===== src/rtl/pt_mmu.sv =====
module pt_mmu #(
  parameter int NE = 8
) (
  input  logic        clk,
  input  logic        rst_n,
  input  logic        req_valid,
  output logic        req_ready,
  input  logic [31:0] req_va,
  input  logic        req_write,
  output logic        rsp_valid,
  output logic [35:0] rsp_pa,
  output logic        rsp_fault,
  output logic        rsp_abort,
  output logic        mem_req,
  output logic [35:0] mem_addr,
  input  logic        mem_rvalid,
  input  logic [31:0] mem_rdata,
  input  logic        reg_wr,
  input  logic [2:0]  reg_addr,
  input  logic [31:0] reg_wdata,
  output logic [31:0] reg_rdata,
  output logic        irq
);
  localparam int IW = (NE > 1) ? $clog2(NE) : 1;

  typedef enum logic [1:0] {S_IDLE, S_WREQ, S_WAIT} st_t;
  st_t st;

  logic [7:0]  ctrl;
  logic [23:0] base, ill_pfn;
  logic        ill_en;
  logic [19:0] limit;
  logic [31:0] fault_va, va_q;
  logic [2:0]  fstat;
  logic        wr_q, clearing;
  logic [IW-1:0] clr_idx, rr;

  logic [NE-1:0] t_v, t_w;
  logic [19:0]   t_tag [NE];
  logic [1:0]    t_sz  [NE];
  logic [23:0]   t_pfn [NE];

  function automatic logic [35:0] mkpa(input logic [23:0] f, input logic [1:0] sz, input logic [31:0] va);
    case (sz)
      2'd2:    return {f[23:8], va[19:0]};
      2'd1:    return {f[23:4], va[15:0]};
      default: return {f, va[11:0]};
    endcase
  endfunction

  assign req_ready = (st == S_IDLE) && !clearing;
  assign mem_req   = (st == S_WREQ);
  assign mem_addr  = {base, 12'h000} + {14'd0, va_q[31:12], 2'b00};
  wire   acc       = req_valid && req_ready;

  logic        hit, hw;
  logic [1:0]  hsz;
  logic [23:0] hpfn;
  always_comb begin
    hit = 1'b0; hw = 1'b0; hsz = 2'd0; hpfn = '0;
    for (int i = 0; i < NE; i++) begin
      if (!hit && t_v[i] &&
          ((t_sz[i] == 2'd2) ? (t_tag[i][19:8] == req_va[31:20]) :
           (t_sz[i] == 2'd1) ? (t_tag[i][19:4] == req_va[31:16]) :
                               (t_tag[i] == req_va[31:12]))) begin
        hit = 1'b1; hw = t_w[i]; hsz = t_sz[i]; hpfn = t_pfn[i];
      end
    end
  end

  wire [1:0] psz = mem_rdata[31] ? 2'd2 : (mem_rdata[30] ? 2'd1 : 2'd0);

  logic        fire, fill, walk;
  logic [2:0]  fk;
  logic [35:0] tpa;
  always_comb begin
    fire = 1'b0; fill = 1'b0; walk = 1'b0; fk = 3'b000; tpa = '0;
    if (acc) begin
      if (!ctrl[0]) begin
        fire = 1'b1; tpa = {4'h0, req_va};
      end else if (req_va[31:12] > limit) begin
        fire = 1'b1; fk = 3'b100;
      end else if (hit) begin
        fire = 1'b1; tpa = mkpa(hpfn, hsz, req_va);
        if (req_write && !hw) fk = 3'b010;
      end else begin
        walk = 1'b1;
      end
    end else if (st == S_WAIT && mem_rvalid) begin
      fire = 1'b1; tpa = mkpa(mem_rdata[23:0], psz, va_q);
      if (!mem_rdata[28]) begin
        if (ctrl[1]) fk = 3'b001;
      end else begin
        fill = 1'b1;
        if (wr_q && !mem_rdata[29]) fk = 3'b010;
      end
    end
  end

  wire [31:0] fva     = acc ? req_va : va_q;
  wire        clr_go  = reg_wr && reg_addr == 3'd0 && reg_wdata[8];
  wire [2:0]  w1c     = (reg_wr && reg_addr == 3'd5) ? reg_wdata[2:0] : 3'b000;

  always_ff @(posedge clk) begin
    if (!rst_n) begin
      st <= S_IDLE; ctrl <= '0; base <= '0; ill_pfn <= '0; ill_en <= 1'b0;
      limit <= '1; fault_va <= '0; va_q <= '0; wr_q <= 1'b0; fstat <= '0;
      clearing <= 1'b0; clr_idx <= '0; rr <= '0; t_v <= '0;
      rsp_valid <= 1'b0; rsp_pa <= '0; rsp_fault <= 1'b0; rsp_abort <= 1'b0;
    end else begin
      rsp_valid <= fire;
      if (fire) begin
        rsp_pa    <= (|fk && ill_en) ? {ill_pfn, fva[11:0]} : tpa;
        rsp_fault <= |fk;
        rsp_abort <= |(fk & {ctrl[6], ctrl[4], ctrl[2]});
      end
      if (|fk) fault_va <= fva;
      fstat <= (fstat & ~w1c) | fk;
      if (acc) begin va_q <= req_va; wr_q <= req_write; end
      case (st)
        S_IDLE:  if (walk) st <= S_WREQ;
        S_WREQ:  st <= S_WAIT;
        default: if (mem_rvalid) st <= S_IDLE;
      endcase
      if (fill) begin
        t_v[rr] <= 1'b1; t_w[rr] <= mem_rdata[29]; t_sz[rr] <= psz;
        t_tag[rr] <= va_q[31:12]; t_pfn[rr] <= mem_rdata[23:0];
        rr <= (rr == IW'(NE - 1)) ? '0 : rr + 1'b1;
      end
      if (clearing && st == S_IDLE) begin
        t_v[clr_idx] <= 1'b0;
        clr_idx <= clr_idx + 1'b1;
        if (clr_idx == IW'(NE - 1)) clearing <= 1'b0;
      end
      if (reg_wr) begin
        case (reg_addr)
          3'd0: ctrl <= reg_wdata[7:0];
          3'd1: base <= reg_wdata[23:0];
          3'd2: begin ill_pfn <= reg_wdata[23:0]; ill_en <= reg_wdata[31]; end
          3'd3: limit <= reg_wdata[19:0];
          default: ;
        endcase
      end
      if (clr_go) begin clearing <= 1'b1; clr_idx <= '0; end
    end
  end

  always_comb begin
    case (reg_addr)
      3'd0:    reg_rdata = {23'd0, clearing, ctrl};
      3'd1:    reg_rdata = {8'd0, base};
      3'd2:    reg_rdata = {ill_en, 7'd0, ill_pfn};
      3'd3:    reg_rdata = {12'd0, limit};
      3'd4:    reg_rdata = fault_va;
      3'd5:    reg_rdata = {23'd0, clearing, 5'd0, fstat};
      default: reg_rdata = '0;
    endcase
  end

  assign irq = |(fstat & {ctrl[7], ctrl[5], ctrl[3]});

  a_r2_single_fetch: assert property (@(posedge clk) disable iff (!rst_n)
    mem_req |=> !mem_req);
  a_r10_abort_needs_fault: assert property (@(posedge clk) disable iff (!rst_n)
    rsp_valid && rsp_abort |-> rsp_fault);
  a_r10_fault_sticky: assert property (@(posedge clk) disable iff (!rst_n)
    rsp_valid && rsp_fault |-> fstat != 3'b000);
  a_r6_fill_slot: assert property (@(posedge clk) disable iff (!rst_n)
    st == S_WAIT && mem_rvalid && mem_rdata[28] |=> t_v[$past(rr)]);
  a_r12_all_invalid: assert property (@(posedge clk) disable iff (!rst_n)
    $fell(clearing) |-> t_v == '0);
  a_r1_no_walk_when_off: assert property (@(posedge clk) disable iff (!rst_n)
    acc && !ctrl[0] |=> !mem_req);
endmodule


===== config.mk =====
export PLATFORM = sky130hd
export DESIGN_NAME = pt_mmu
export DESIGN_NICKNAME = d
export VERILOG_FILES = /design/src/rtl/pt_mmu.sv
export SDC_FILE = /design/constraint.sdc
export NUM_CORES = 1
export LEC_CHECK = 0
export BUFFER_PORTS_ARGS = -buffer_cell sky130_fd_sc_hd__buf_2
export CELL_PAD_IN_SITES_DETAIL_PLACEMENT = 0
export CELL_PAD_IN_SITES_GLOBAL_PLACEMENT = 1
export CORE_MARGIN = 5
export CORE_UTILIZATION = 43
export DETAILED_ROUTE_END_ITERATION = 8
export GPL_ROUTABILITY_DRIVEN = 0
export PLACE_DENSITY = 0.81
export SLEW_MARGIN = 30
export SYNTH_ARGS = -nofsm -noshare
export SYNTH_HDL_FRONTEND = slang
export SYNTH_SLANG_ARGS = --single-unit

===== constraint.sdc =====
create_clock -name clk -period 4.06 [get_ports clk]
set_clock_uncertainty 0.1 [all_clocks]
set_input_delay 0.203 -clock clk [delete_from_list [all_inputs] [get_ports clk]]
set_output_delay 0.203 -clock clk [all_outputs]
set_load 0.03 [all_outputs]

==> results by group <==
Clock network
  – Max Buffers Root-to-Sink: 3
  – Clock Tree Root: clkbuf_16
  – CTS Sinks: 577
  – H-tree depth: 2
  – CTS tree: yes
  – Clock Latency Late Sink: 0.62 ns
  – Number of buffers created by CTS: 57
  – CTS clock-pin slew for the worst setup and hold paths: 0.06 ns

Drt
  – Detail Route Antenna Nets: 0
  – Post-Route WL: 84.4 mm
  – Routed len/inst: 24.0 um
  – Post-route DRC: 0
  – First drt pass iteration count: 5
  – Post-DR vias/cell: 5.80
  – First DRT Iteration DRCs: 1,973
  – Vias: 20,364

Pwr
  – Pwr Density: 404 nW/um^2
  – P_leak: 11.6 nW
  – Max VDD drop: 0.000299 V

Logic synthesis
  – Share of flip-flops with an asynchronous set or reset: 0%
  – Largest family of logic cells by synthesized area: compound AO/OA/AOI/OAI gates
  – Top cell type by total area after synthesis: edfxtp_1
  – Synthesis-stage register bit count: 577
  – Ys flop type: edfxtp_1
  – Yosys warnings: 0
  – XOR/XNOR Fraction of Synth Area: 6.18%
  – Mux cell area share after synthesis: 1.56%
  – Post-Synth Adder-Cell Area: 1.82%
  – Syn_area_per_cell: 11.1 um^2
  – Area share of the largest cell type after synthesis: 43.6%
  – Mapped cell area: 25,900 um^2
  – Unique cell type count in the Yosys netlist: 84
  – Top cells by area, synth: edfxtp_1, dfxtp_1, xnor2_1, nand2_1, a21oi_1
  – Compound-Gate Fraction of Synth Area: 14.3%
  – Number of synthesized flops with an enable pin: 376
  – Post-Synthesis Cells: 2,341
  – Area fraction in and, or, nand and nor cells after synthesis: 13.3%
  – Register area share after synthesis: 59.1%

Floorplan
  – I/O pins: 215
  – Die Span Y: 255 um
  – DIE WIDTH: 255 um
  – Die area: 65,200 um^2
  – Core Region: 60,000 um^2
  – Starting Density: 43.1%
  – Num rows: 90

Placement
  – I/O Buffers: 201
  – HPWL after DPL: 59.7 mm
  – Cells after DPL: 3,327

Worst setup path
  – Reg-to-reg slack, setup: 0.15 ns
  – CP endpoint kind: flip-flop
  – Crit Path Max Fanout: 3
  – WP data arrival: 4.27 ns
  – Worst EP required: 4.41 ns
  – R2R depth: 13
  – Critical path launch point type: flip-flop
  – WS Path Type: flip-flop to flip-flop
  – RR Startpoint: t_tag[5][14]$_DFFE_PP_
  – Worst R2R End: rsp_pa[12]$_SDFFE_PN0P_

GRT
  – Routing usage on met2: 40.2%
  – Global Route Usage Sum: 24.8%
  – Vias in the first global route: 20,124
  – GRT met3 Usage: 5.22%
  – Gr busiest metal: met2
  – Grt ovf: 0
  – Initial antenna violation count: 3
  – First-pass GRT wire length: 125 mm
  – Largest net degree at the start of global routing: 64
  – Routing usage on met1: 32.4%

Timing
  – Hold Worst Slack: 0.0400 ns
  – Slew headroom: 34.5%
  – Final period util: 96.4%
  – Count of final hold-check violations: 0
  – Final setup viols: 0
  – Final Critical Period: 3.91 ns
  – Worst slew pin tran: 0.982 ns
  – Final Max Tran Viols: 0
  – F_max: 256 MHz

Layout
  – Layout cells sized above 1: 19.2%
  – Commonest non-fill, non-tap cells in the layout: edfxtp_1, nand2_1, dfxtp_1, buf_2, a21oi_1
  – Final Net Count: 2,825
  – Non-filler cells, final: 3,512
  – Most common cell after layout, fill and taps aside: edfxtp_1
  – Multi-input logic area: 9980 um^2
  – FF+latch area: 15,300 um^2
  – Fill cell count: 5,130
  – Layout Area Growth over Synthesis: 21.5%

Run status
  – Status: finished, final reports clean

Worst hold path
  – Hold Path Sink: va_q[16]$_SDFF_PN0_
  – HP Class: primary input to flip-flop
  – WHS Path Cells: 4
  – HP Start: req_va[16]

Flow run
  – Max cap viols: 0
## worst max-delay path by stage
stage / endpoint / cells after the start / startpoint
detailed placement: rsp_pa[0]$_SDFFE_PN0P_ / 17 / req_va[20]
floorplan: rsp_pa[18]$_SDFFE_PN0P_ / 19 / req_va[26]
CTS: rsp_pa[3]$_SDFFE_PN0P_ / 16 / limit[10]$_SDFFE_PN1P_
finish: rsp_pa[12]$_SDFFE_PN0P_ / 13 / t_tag[5][14]$_DFFE_PP_
global route: rsp_pa[28]$_SDFFE_PN0P_ / 17 / limit[9]$_SDFFE_PN1P_
global placement: rsp_pa[18]$_SDFFE_PN0P_ / 19 / req_va[30]
## stage by stage
stage / cell area, um^2 / setup TNS, ns / setup slack [ns] / util, % / total power [mW]
5_1_grt: 31400 / -0.00898 / -0.00551 / 52.4 / 13.1
3_5_place_dp: 28500 / -8.67 / -0.262 / 47.6 / 7.40
2_1_floorplan: 25900 / 0 / 0.0413 / - / 7.01
3_3_place_gp: 28500 / -5.30 / -0.168 / 47.6 / 7.37
6_report: 31500 / 0 / 0.147 / 52.4 / 12.7
4_1_cts: 31200 / 0 / 0.00554 / 52.0 / 12.7
## cells by family after synthesis
family,after synthesis
xor gates and xnor gates,181
muxes,38
DFF,577
AOI/OAI and AO/OA,552
buffers and inverters,220
and+or+nand+nor,735
adders and majority gates,37
other,1
## synthesized netlist by cell type (12+ instances only)
library cell,number
a21oi_1,167
o221ai_1,18
a31oi_1,27
o22ai_1,28
nor2b_1,23
nor4_1,14
nor2_1,112
nor3_1,46
o211ai_1,30
clkbuf_1,96
dfxtp_1,201
a221oi_1,21
nand4_1,42
a22oi_1,44
nand2b_1,12
xnor2_1,160
nand3_1,49
o21ai_0,65
o21a_1,15
edfxtp_1,376
nand2_1,337
a21o_1,36
buf_2,24
inv_1,68
a22o_1,14
a211oi_1,18
xor2_1,19
buf_4,23
and2_1,37
ha_1,36
mux2i_1,28
and3_1,21
## power breakdown
part / internal, mW / total [mW] / switching, mW
registers: 6.31 / 6.41 / 0.0981
clock network: 3.11 / 5.35 / 2.24
logic: 0.348 / 0.950 / 0.602
## sequential cells by signal (all words and copies together) (netlist names), 3 cells and up
register  flops
clr_idx       3
fstat         3
t_w           8
t_tag       160
base         24
t_pfn       192
fault_va     32
va_q         32
limit        20
t_sz         16
rsp_pa       36
rr            3
t_v           8
ctrl          8
ill_pfn      24
## worst max-delay path, stage by stage, from the launching register on
cell and delay [ns]:
edfxtp_1 0.38, xnor2_1 0.24, nand4_1 0.13, or4_4 0.56, a211oi_2 0.26, and3b_1 0.24
a222oi_1 0.10, and3b_1 0.20, or2_2 0.30, ha_4 0.16, or2_2 0.30, a31o_2 0.27
a222oi_1 0.36, a311oi_1 0.14
## what timing repair did
action | 4_1_cts | 5_1_grt
endpoints found under the hold margin | 331 | 0
pin swaps | 1 | 10
cloned | 1 | 0
setup buffers | 0 | 2
gates resized for setup | 4 | 42
hold buffers | 76 | 0
endpoints found under the setup margin | 19 | 58
## area by class of cell
| type | count | area share (%) |
|---|---|---|
| Multi-Input combinational cell | 1546 | 31.7 |
| Clock buffer | 73 | 4.89 |
| Clock inverter | 32 | 1.08 |
| Antenna cell | 1 | 0.00796 |
| Sequential cell | 577 | 48.7 |
| Timing Repair Buffer | 433 | 9.64 |
| Tap cell | 782 | 3.11 |
| Inverter | 68 | 0.820 |
## per-layer routing
metal,up-vias,share of wire (%),wire length [um]
met5,-,0.031,26
met4,4,4.8,4010
met3,182,8.6,7270
met2,996,47,39300
met1,9947,40,33800
li1,9235,-,-
(Power assumes the default switching activity.)
